<file path="src/rtl/pcpwm_pkg.sv">
// Package: shared select encoding for the divider of the symmetric PWM channel.
// Assumes nothing beyond the encodings listed in the brief.
package pcpwm_pkg;

    typedef enum logic [2:0] {
        DIV_1    = 3'd0,
        DIV_8    = 3'd1,
        DIV_64   = 3'd2,
        DIV_256  = 3'd3,
        DIV_1024 = 3'd4
    } div_sel_e;

    // Number of low divider bits that must all be 1 for an enable; -1 = stopped.
    function automatic int div_shift(input logic [2:0] sel);
        case (sel)
            DIV_1:    return 0;
            DIV_8:    return 3;
            DIV_64:   return 6;
            DIV_256:  return 8;
            DIV_1024: return 10;
            default:  return -1;
        endcase
    endfunction

endpackage

</file>
<file path="src/rtl/pcpwm_prescaler.sv">
// Module: free-running divider that turns the system clock into a one-cycle
// count enable. Assumes PRE_W covers the largest shift (10). The divider only
// advances while run is high, and resets with the timer.
module pcpwm_prescaler
    import pcpwm_pkg::*;
#(
    parameter int PRE_W = 10
) (
    input  logic       clk,
    input  logic       rst_n,
    input  logic       run,
    input  logic [2:0] sel,
    output logic       tick
);

    logic [PRE_W-1:0] div_q;
    logic [PRE_W-1:0] mask;
    logic             sel_ok;

    // Purpose: build the low-bit mask for the selected divide factor.
    always_comb begin
        int sh;
        sh     = div_shift(sel);
        sel_ok = (sh >= 0);
        mask   = '0;
        for (int i = 0; i < PRE_W; i++) begin
            if (i < sh) mask[i] = 1'b1;
        end
    end

    // Purpose: advance the divider on every enabled cycle.
    always_ff @(posedge clk) begin
        if (!rst_n)   div_q <= '0;
        else if (run) div_q <= div_q + 1'b1;
    end

    assign tick = run && sel_ok && ((div_q & mask) == mask);

    // once a tick comes at a divide factor above 1, the next cycle cannot tick unless the new factor is 1
    assert_no_double_tick_R7: assert property (@(posedge clk) disable iff (!rst_n)
        (tick && sel != DIV_1) |=> (!tick || sel == DIV_1));

    // the divider freezes while the timer is disabled
    assert_frozen_div_R7: assert property (@(posedge clk) disable iff (!rst_n)
        !run |=> $stable(div_q));

endmodule

</file>
<file path="src/rtl/pcpwm_updown.sv">
// Module: up/down sweep counter with direction state and a sticky flag set on
// reaching bottom. Assumes tick lasts one cycle; all state changes on tick only.
module pcpwm_updown #(
    parameter int CNT_W = 8
) (
    input  logic             clk,
    input  logic             rst_n,
    input  logic             tick,
    input  logic             clr_ovf,
    output logic [CNT_W-1:0] cnt_q,
    output logic [CNT_W-1:0] cnt_nx,
    output logic             mov_up,
    output logic             ovf_flag
);

    localparam logic [CNT_W-1:0] TOP = {CNT_W{1'b1}};
    localparam logic [CNT_W-1:0] BOT = '0;

    logic up_q;
    logic hit_bot;

    assign mov_up  = up_q;
    assign cnt_nx  = up_q ? cnt_q + 1'b1 : cnt_q - 1'b1;
    assign hit_bot = tick && (cnt_nx == BOT);

    // Purpose: step the count and reverse the direction at either end.
    always_ff @(posedge clk) begin
        if (!rst_n) begin
            cnt_q <= BOT;
            up_q  <= 1'b1;
        end else if (tick) begin
            cnt_q <= cnt_nx;
            if (cnt_nx == TOP)      up_q <= 1'b0;
            else if (cnt_nx == BOT) up_q <= 1'b1;
        end
    end

    // Purpose: sticky bottom flag, the set wins over the write-1 clear.
    always_ff @(posedge clk) begin
        if (!rst_n)       ovf_flag <= 1'b0;
        else if (hit_bot) ovf_flag <= 1'b1;
        else if (clr_ovf) ovf_flag <= 1'b0;
    end

    // every enable moves the count by exactly one
    assert_unit_step_R1: assert property (@(posedge clk) disable iff (!rst_n)
        tick |=> (cnt_q == $past(cnt_q) + 1'b1) || (cnt_q == $past(cnt_q) - 1'b1));

    // no enable, no movement
    assert_hold_R1: assert property (@(posedge clk) disable iff (!rst_n)
        !tick |=> $stable(cnt_q));

    // direction at the two ends
    assert_top_turn_R1: assert property (@(posedge clk) disable iff (!rst_n)
        (cnt_q == TOP) |-> !up_q);
    assert_bot_turn_R1: assert property (@(posedge clk) disable iff (!rst_n)
        (cnt_q == BOT) |-> up_q);

    // reaching bottom on an enable leaves the flag set
    assert_ovf_set_R6: assert property (@(posedge clk) disable iff (!rst_n)
        (tick && cnt_q == BOT + 1'b1 && !up_q) |=> ovf_flag);

endmodule

</file>
<file path="src/rtl/pcpwm_compare.sv">
// Module: double-buffered compare register, waveform level and sticky match
// flag. Assumes cnt_nx/mov_up describe the step taken on the current tick.
// The level is forced at top and bottom so that missed crossings are repaired.
module pcpwm_compare #(
    parameter int CNT_W = 8
) (
    input  logic             clk,
    input  logic             rst_n,
    input  logic             tick,
    input  logic [CNT_W-1:0] cnt_nx,
    input  logic             mov_up,
    input  logic             cmp_wr,
    input  logic [CNT_W-1:0] cmp_wdata,
    input  logic             clr_match,
    output logic             wave_q,
    output logic             match_flag
);

    localparam logic [CNT_W-1:0] TOP = {CNT_W{1'b1}};
    localparam logic [CNT_W-1:0] BOT = '0;

    logic [CNT_W-1:0] hold_q;
    logic [CNT_W-1:0] act_q;
    logic [CNT_W-1:0] cmp_eff;
    logic             at_top;
    logic             wave_nx;

    assign at_top  = (cnt_nx == TOP);
    assign cmp_eff = at_top ? hold_q : act_q;

    // Purpose: select the level after this step from the crossing rules.
    always_comb begin
        wave_nx = wave_q;
        if (cmp_eff == BOT)          wave_nx = 1'b0;
        else if (cmp_eff == TOP)     wave_nx = 1'b1;
        else if (at_top)             wave_nx = 1'b0;
        else if (cnt_nx == BOT)      wave_nx = 1'b1;
        else if (cnt_nx == cmp_eff)  wave_nx = !mov_up;
    end

    // Purpose: holding register takes writes at any time.
    always_ff @(posedge clk) begin
        if (!rst_n)      hold_q <= '0;
        else if (cmp_wr) hold_q <= cmp_wdata;
    end

    // Purpose: active compare and level change only on enables.
    always_ff @(posedge clk) begin
        if (!rst_n) begin
            act_q  <= '0;
            wave_q <= 1'b0;
        end else if (tick) begin
            act_q  <= cmp_eff;
            wave_q <= wave_nx;
        end
    end

    // Purpose: sticky match flag, the set wins over the write-1 clear.
    always_ff @(posedge clk) begin
        if (!rst_n)                          match_flag <= 1'b0;
        else if (tick && cnt_nx == cmp_eff)  match_flag <= 1'b1;
        else if (clr_match)                  match_flag <= 1'b0;
    end

    // the holding value becomes active on the step that reaches top
    assert_top_load_R5: assert property (@(posedge clk) disable iff (!rst_n)
        (tick && at_top) |=> act_q == $past(hold_q));

    // the active value never moves away from top
    assert_act_stable_R5: assert property (@(posedge clk) disable iff (!rst_n)
        (!tick || !at_top) |=> $stable(act_q));

    // the level at top is the upward-crossing result unless compare is top
    assert_top_level_R5: assert property (@(posedge clk) disable iff (!rst_n)
        (tick && at_top && hold_q != TOP) |=> !wave_q);

    // compare at bottom keeps the level low
    assert_const_low_R4: assert property (@(posedge clk) disable iff (!rst_n)
        (tick && cmp_eff == BOT) |=> !wave_q);

    // a match on an enable leaves the flag set
    assert_match_set_R8: assert property (@(posedge clk) disable iff (!rst_n)
        (tick && cnt_nx == act_q && !at_top) |=> match_flag);

endmodule

</file>
<file path="src/rtl/pcpwm_channel.sv">
// Module: top of the symmetric PWM timer channel. Connects the divider, the
// sweep counter and the compare/output unit; applies the output inversion.
// Assumes a single clock domain and a synchronous active-low reset.
module pcpwm_channel #(
    parameter int CNT_W = 8,
    parameter int PRE_W = 10
) (
    input  logic             clk,
    input  logic             rst_n,
    input  logic             run,
    input  logic [2:0]       div_sel,
    input  logic             cmp_wr,
    input  logic [CNT_W-1:0] cmp_wdata,
    input  logic             invert,
    input  logic             clr_ovf,
    input  logic             clr_match,
    output logic [CNT_W-1:0] count,
    output logic             pwm_out,
    output logic             ovf_flag,
    output logic             match_flag
);

    logic             tick;
    logic [CNT_W-1:0] cnt_nx;
    logic             mov_up;
    logic             wave;

    pcpwm_prescaler #(.PRE_W(PRE_W)) u_div (
        .clk   (clk),
        .rst_n (rst_n),
        .run   (run),
        .sel   (div_sel),
        .tick  (tick)
    );

    pcpwm_updown #(.CNT_W(CNT_W)) u_cnt (
        .clk      (clk),
        .rst_n    (rst_n),
        .tick     (tick),
        .clr_ovf  (clr_ovf),
        .cnt_q    (count),
        .cnt_nx   (cnt_nx),
        .mov_up   (mov_up),
        .ovf_flag (ovf_flag)
    );

    pcpwm_compare #(.CNT_W(CNT_W)) u_cmp (
        .clk        (clk),
        .rst_n      (rst_n),
        .tick       (tick),
        .cnt_nx     (cnt_nx),
        .mov_up     (mov_up),
        .cmp_wr     (cmp_wr),
        .cmp_wdata  (cmp_wdata),
        .clr_match  (clr_match),
        .wave_q     (wave),
        .match_flag (match_flag)
    );

    assign pwm_out = wave ^ invert;

    // inversion is a pure complement of the internal level
    assert_invert_R3: assert property (@(posedge clk) disable iff (!rst_n)
        invert |-> (pwm_out != wave));

endmodule

</file>
<file path="config.mk">
export PLATFORM = sky130hd
export DESIGN_NAME = pcpwm_channel
export DESIGN_NICKNAME = d
export VERILOG_FILES = /design/src/rtl/pcpwm_pkg.sv /design/src/rtl/pcpwm_prescaler.sv /design/src/rtl/pcpwm_updown.sv /design/src/rtl/pcpwm_compare.sv /design/src/rtl/pcpwm_channel.sv
export SDC_FILE = /design/constraint.sdc
export NUM_CORES = 1
export LEC_CHECK = 0
export CORE_ASPECT_RATIO = 1.4
export CORE_MARGIN = 2
export CORE_UTILIZATION = 59
export CTS_CLUSTER_DIAMETER = 50
export DETAILED_ROUTE_END_ITERATION = 6
export PLACE_DENSITY = 0.81
export SLEW_MARGIN = 5
export SYNTH_ARGS = -nofsm -noshare
export SYNTH_HDL_FRONTEND = slang
export SYNTH_SLANG_ARGS = --single-unit
</file>
<file path="constraint.sdc">
create_clock -name clk -period 8.9 [get_ports clk]
set_input_delay 0.89 -clock clk [delete_from_list [all_inputs] [get_ports clk]]
set_output_delay 0.89 -clock clk [all_outputs]
set_load 0.05 [all_outputs]
</file>
== Word-level counts from Yosys, hierarchy flattened ==
Index checks and enable logic that the tools add are counted.

* Flip-flop bits (word level): 38
* Bits in latches: 0
* Bits in writable memories: 0
* Bits in read-only memories: 0
* Output and inout port bits: 11
* Word-level logic and storage cells: 70
* Memories kept: 0

* Add/subtract/negate cells: 3
* $mul: 0
* Div/mod/pow operators: 0
* $lt $le $gt $ge: 11
* Eq/ne operators: 8
* Shifts and indexed selects: 0
* Multiplexer cells: 24
* Bitwise gates (word level): 2
* Reduce and logical (&&, ||, !) cells: 14

{| class="wikitable"
|+ Operator list
! operator !! number
|-
| case mux 32 bit (5 select lines) || 1
|-
| < comparator 4 x 32 -> 1 bit, first input constant || 4
|-
| < comparator 3 x 32 -> 1 bit, first input constant || 2
|-
| < comparator 5 x 32 -> 1 bit, first input constant || 2
|-
| >= comparator 32 x 1 -> 1 bit, second input constant || 1
|-
| < comparator 1 x 32 -> 1 bit, first input constant || 1
|-
| < comparator 2 x 32 -> 1 bit, first input constant || 1
|-
| two-way mux 1 bit || 21
|-
| equality test 8 bit, second input constant || 2
|-
| logical NOT 8 bit || 2
|-
| two-way mux 8 bit || 2
|-
| adder 10 x 1 -> 10 bit, second input constant || 1
|-
| bitwise AND 10 bit || 1
|-
| equality test 10 bit || 1
|-
| adder 8 x 1 -> 8 bit, second input constant || 1
|-
| equality test 8 bit || 1
|-
| subtractor 8 x 1 -> 8 bit, second input constant || 1
|-
| equality test 3 x 2 -> 1 bit, second input constant || 2
|-
| nonzero test 2 bit || 3
|-
| nonzero test 5 bit || 1
|-
| logical AND 1 bit || 4
|-
| AND reduction 2 bit || 2
|-
| equality test 3 x 1 -> 1 bit, second input constant || 1
|-
| equality test 3 bit, second input constant || 1
|-
| 3 further kinds || 3
|}

== Logic depth before layout (Yosys ltp) ==
* Depth in word-level cells: 10
* Mapped depth: 12
* Gate-level depth less buffers: 11

== Hierarchy ==
From an unflattened synthesis, not the netlist that was laid out.

* Cells, all modules: 259
* Area total of the unflattened synthesis: 2257.2 um^2

{| class="wikitable"
|+ By module, submodules not included
! module !! instances !! cells each !! area each (um^2) !! sequential area each (um^2)
|-
| pcpwm_compare || 1 || 125 || 1041.0 || 360.3
|-
| pcpwm_updown || 1 || 79 || 714.4 || 200.2
|-
| pcpwm_prescaler || 1 || 54 || 493.0 || 200.2
|-
| pcpwm_channel || 1 || 1 || 8.8 || 0.0
|}

== Worst setup path after synthesis ==
OpenSTA, ideal clock, no wires.

* Path kind: reg-to-reg
* Start point: register u_cnt.cnt_q[0]
* End point: register u_cmp.wave_q
* Setup time: 79 ps
* Arrival: 3501 ps
* Slack: 5319 ps
* Cell stages (with the launch flop): 12
* Path buffers: 0
* Period minus slack after synthesis: 3581 ps
* Cells stage by stage: dfxtp_1 inv_1 fa_1 xnor2_1 o211a_1 o21ai_0 a2111o_1 or4_1 nand3_1 nor4b_2 a41o_1 a211oi_2

* Cells in the longest elaborated chain, start to end: 7
* Elaborated cells on any way between the ends: 15
* Classes of those cells: add/sub (2); eq/ne (3); mux (6); reduce/logical (4)

{| class="wikitable"
|+ Ends and longest elaborated chain
! element !! RTL line !! text
|-
| from (decl) || pcpwm_updown.sv:10 || <nowiki>output logic [CNT_W-1:0] cnt_q,</nowiki>
|-
| from (signal assigned) || pcpwm_updown.sv:32 || <nowiki>cnt_q <= cnt_nx;</nowiki>
|-
| subtractor 8 x 1 -> 8 bit or adder 8 x 1 -> 8 bit (tied branches) || pcpwm_updown.sv:23 || <nowiki>assign cnt_nx = up_q ? cnt_q + 1'b1 : cnt_q - 1'b1;</nowiki>
|-
| two-way mux 8 bit (*) || pcpwm_updown.sv:23 ||
|-
| via cnt_nx[0] || pcpwm_channel.sv:24 || <nowiki>logic [CNT_W-1:0] cnt_nx;</nowiki>
|-
| equality test 8 bit or logical NOT 8 bit (tied branches) || pcpwm_compare.sv:28, pcpwm_compare.sv:37 ||
|-
| two-way mux 8 bit or two-way mux 1 bit (tied branches) || pcpwm_compare.sv:29, pcpwm_compare.sv:37 ||
|-
| equality test 8 bit (tied with other cells) || pcpwm_compare.sv:38 || <nowiki>else if (cnt_nx == cmp_eff) wave_nx = !mov_up;</nowiki>
|-
| nonzero test 5 bit (no source line) or two-way mux 1 bit (tied branches) || -- ||
|-
| AND reduction 2 bit (no source line) or two-way mux 1 bit (tied branches) || -- ||
|-
| to (signal assigned) || pcpwm_compare.sv:54 || <nowiki>wave_q <= wave_nx;</nowiki>
|-
| to (decl) || pcpwm_compare.sv:15 || <nowiki>output logic wave_q,</nowiki>
|}

Mark *: on every way through the listed nets, which the timed path passes. The rest lies on a longest branch.
A chain may end at the register's enable or synchronous reset.

== Worst setup path after layout ==
Ends and elaborated chain as after synthesis.

==> flow_summary.toml <==
[status]
status = "finished clean"

[synthesis]
synth_edf_count = 0
avgSynthCellArea_um2 = 8.729
synth-main-ff-cell = "dfxtp_1"
ys_types = 54
synth_largest_area_cell = "dfxtp_1"
syn_area_mm2 = 0.002226
synth_cells = 255
synth_top_area_share = 0.3418
ys_ff_latch = 38
yosys_warnings = 0
synthTopCellsByArea = "dfxtp_1, mux2i_1, nor2_1"
seq_area_frac_synth = 0.3418
async_flop_share = 0
synthesis.nets = 283

[sta]
fmax_ghz = 0.2755
hold_viol = 0
min_period_over_period = 0.4079
fin_worst_skew_ps = 3.633
period_minus_slack_ps = 3630
setup_violations = 0
tightest_slew_ps = 684.3
setup_tns_ps = 0
rsz0062_at_grt = "false"
slew_headroom = 0.5405
slew_viol_final = 0
worst_slack_ps = 5270

[floorplan]
boundaryPins = 29
core_mm2 = 0.003643
die_w_um = 55.91
rows = 26
start_util = 0.6109
dieArea_mm2 = 0.004287
dieHeight_um = 76.68

[detailed_routing]
num_vias = 1968
drt_iter0_drc = 95
drc = 0
dr.pass1.iters = 4
via_per_inst = 6.037
final_antenna_net_count = 0
wl_per_cell_um = 15.22
routed_wl_mm = 4.962

[placement]
dp_cells = 318
dp_hpwl_mm = 3.533
place_ws_ps = 5270
port_buffers = 28
gp_congestion = 0.9187

[clock_network]
h-tree-depth = 2
cts_buffers = 5
tritoncts = "yes"
cts_root_buffer = "clkbuf_8"
cts_sinks = 38
ctsResizeCount = 0
cts_buffer_depth = 2
cts_setup_buffers = 0
clock_latency_ps = 290
postCtsHoldBufs = 0
clk_pin_slew_ps = 70

[grt]
grt_max_degree = 38
grt_pass1_wl_mm = 8.507
grt_pass1_vias = 1920
antenna_found_initial = 0
gr-total-overflow = 0
grt_use_total = 0.2422

[critical_path]
path_max_fanout = 7
worstReg2RegStart = "u_cnt.cnt_q[0]"
crit_type = "reg2reg"
critPathTopFamily = "compound AO/OA/AOI/OAI gates"
timing.rr.end = "u_cmp.wave_q"
critPathCapture = "u_cmp.wave_q"
slowest_delay_ps = 500
reg2reg_depth = 11
cp.depth = 11
crit_start = "u_cnt.cnt_q[0]"
cp.arrival_ps = 3850
critPathBufInv = 1
crit_required_ps = 9120
slowest_stage = "xnor2_1"
start_kind = "flip-flop"
cp_cell_sequence = "inv_1 > fa_1 > xnor2_1 > o211a_1 > o21ai_0 > a2111o_1 > o22ai_1 > nand3_1 > nor4b_2 > a41oi_1 > a211oi_2"
r2r_setup_slack_ps = 5270
endpoint_kind = "flip-flop"

[final_layout]
layout_common_cells = "nor2_1, dfxtp_1, clkdlybuf4s50_1"
mostFrequentLayoutCell = "nor2_1"
stdcell_count = 326
diodes = 0
fillers = 289
final_nets = 311
area_growth_pct = 20.24
fin_util = 0.7345
drive_gt1_frac = 0.06338

[power]
vdd_ir_drop_max_v = 0.0001261
finalPower_uw = 387.8
p_per_area_mw_per_mm2 = 144.9
p_leak_uw = 0.001043

[min_path]
hold_path.class = "reg2reg"

[job]
drv_cap = 0
## state kept, by name, summed over array words and instances, names as in the netlist
register / count
u_cnt.mov_up: 1
u_cnt.cnt_q: 8
u_cmp.match_flag: 1
u_cnt.ovf_flag: 1
u_cmp.hold_q: 8
u_cmp.wave_q: 1
u_cmp.act_q: 8
u_div.div_q: 10
## worst min path at each step
stage	from	endpoint	slack, ps	depth (start not counted)
2_1_floorplan	u_div.div_q[5]	u_div.div_q[5]	460	2
3_3_place_gp	u_cmp.match_flag	u_cmp.match_flag	460	2
3_5_place_dp	u_cmp.match_flag	u_cmp.match_flag	470	2
4_1_cts	u_cmp.match_flag	u_cmp.match_flag	480	2
5_1_grt	u_cmp.match_flag	u_cmp.match_flag	500	2
6_report	u_cmp.match_flag	u_cmp.match_flag	470	2
## cells in the mapped netlist (3+ instances only)
cell      number
a211oi_1       3
a21oi_1       12
buf_1          3
clkbuf_1       3
dfxtp_1       38
ha_1           9
inv_1          7
mux2i_1       22
nand2_1       12
nand2b_1       4
nand3_1        5
nand4_1        9
nor2_1        50
nor2b_1        3
nor4b_1        3
o211ai_1       3
o21ai_0        8
or4_1          3
xnor2_1        8
xor2_1        11
## metrics by stage
step | hold slack (ps) | instance area [µm²]
final | 474.2 | 2676
after CTS | 476.4 | 2676
after global placement | 462.2 | 2534
after floorplan | 458.3 | 2226
after global routing | 503.8 | 2676
after detailed placement | 467.3 | 2534
## routing by layer
metal / up-vias / GRT usage / share of wire
met4: 0 / 0.1262 / 0.032
met1: 933 / 0.2926 / 0.44
li1: 970 / - / -
met2: 48 / 0.4119 / 0.50
met3: 17 / 0.03541 / 0.029
met5: - / 0 / 0
## worst min-delay path, cell delays in order (launching register included)
cell and delay (ps):
dfxtp_1 310, nand2b_1 60, a21oi_1 60
## power breakdown
group	total [µW]	leakage [µW]	internal (µW)	switching [µW]
combinational	28.4	0.000663	14.6	13.8
sequential	178	0.000308	174	4.67
clock	181	0.0000714	120	61.7
## cell type report
type | count | area (µm²) | share of cell area
Multi-Input combinational cell | 201 | 1403 | 0.5241
Sequential cell | 38 | 760.7 | 0.2842
Timing Repair Buffer | 29 | 287.8 | 0.1075
Clock buffer | 6 | 82.58 | 0.03086
Clock inverter | 2 | 60.06 | 0.02244
Tap cell | 42 | 52.55 | 0.01964
Inverter | 8 | 30.03 | 0.01122
## cells by family after synthesis
| family | after synthesis | synth area share |
|---|---|---|
| AND/OR/NAND/NOR | 102 | 0.2288 |
| multiplexers | 23 | 0.1040 |
| flip-flops | 38 | 0.3418 |
| AO/OA/AOI/OAI | 46 | 0.1557 |
| adder cells (fa/ha/maj) | 10 | 0.05959 |
| XOR/XNOR | 20 | 0.08207 |
| buffers and inverters | 16 | 0.02811 |
(Power assumes the default switching activity.)
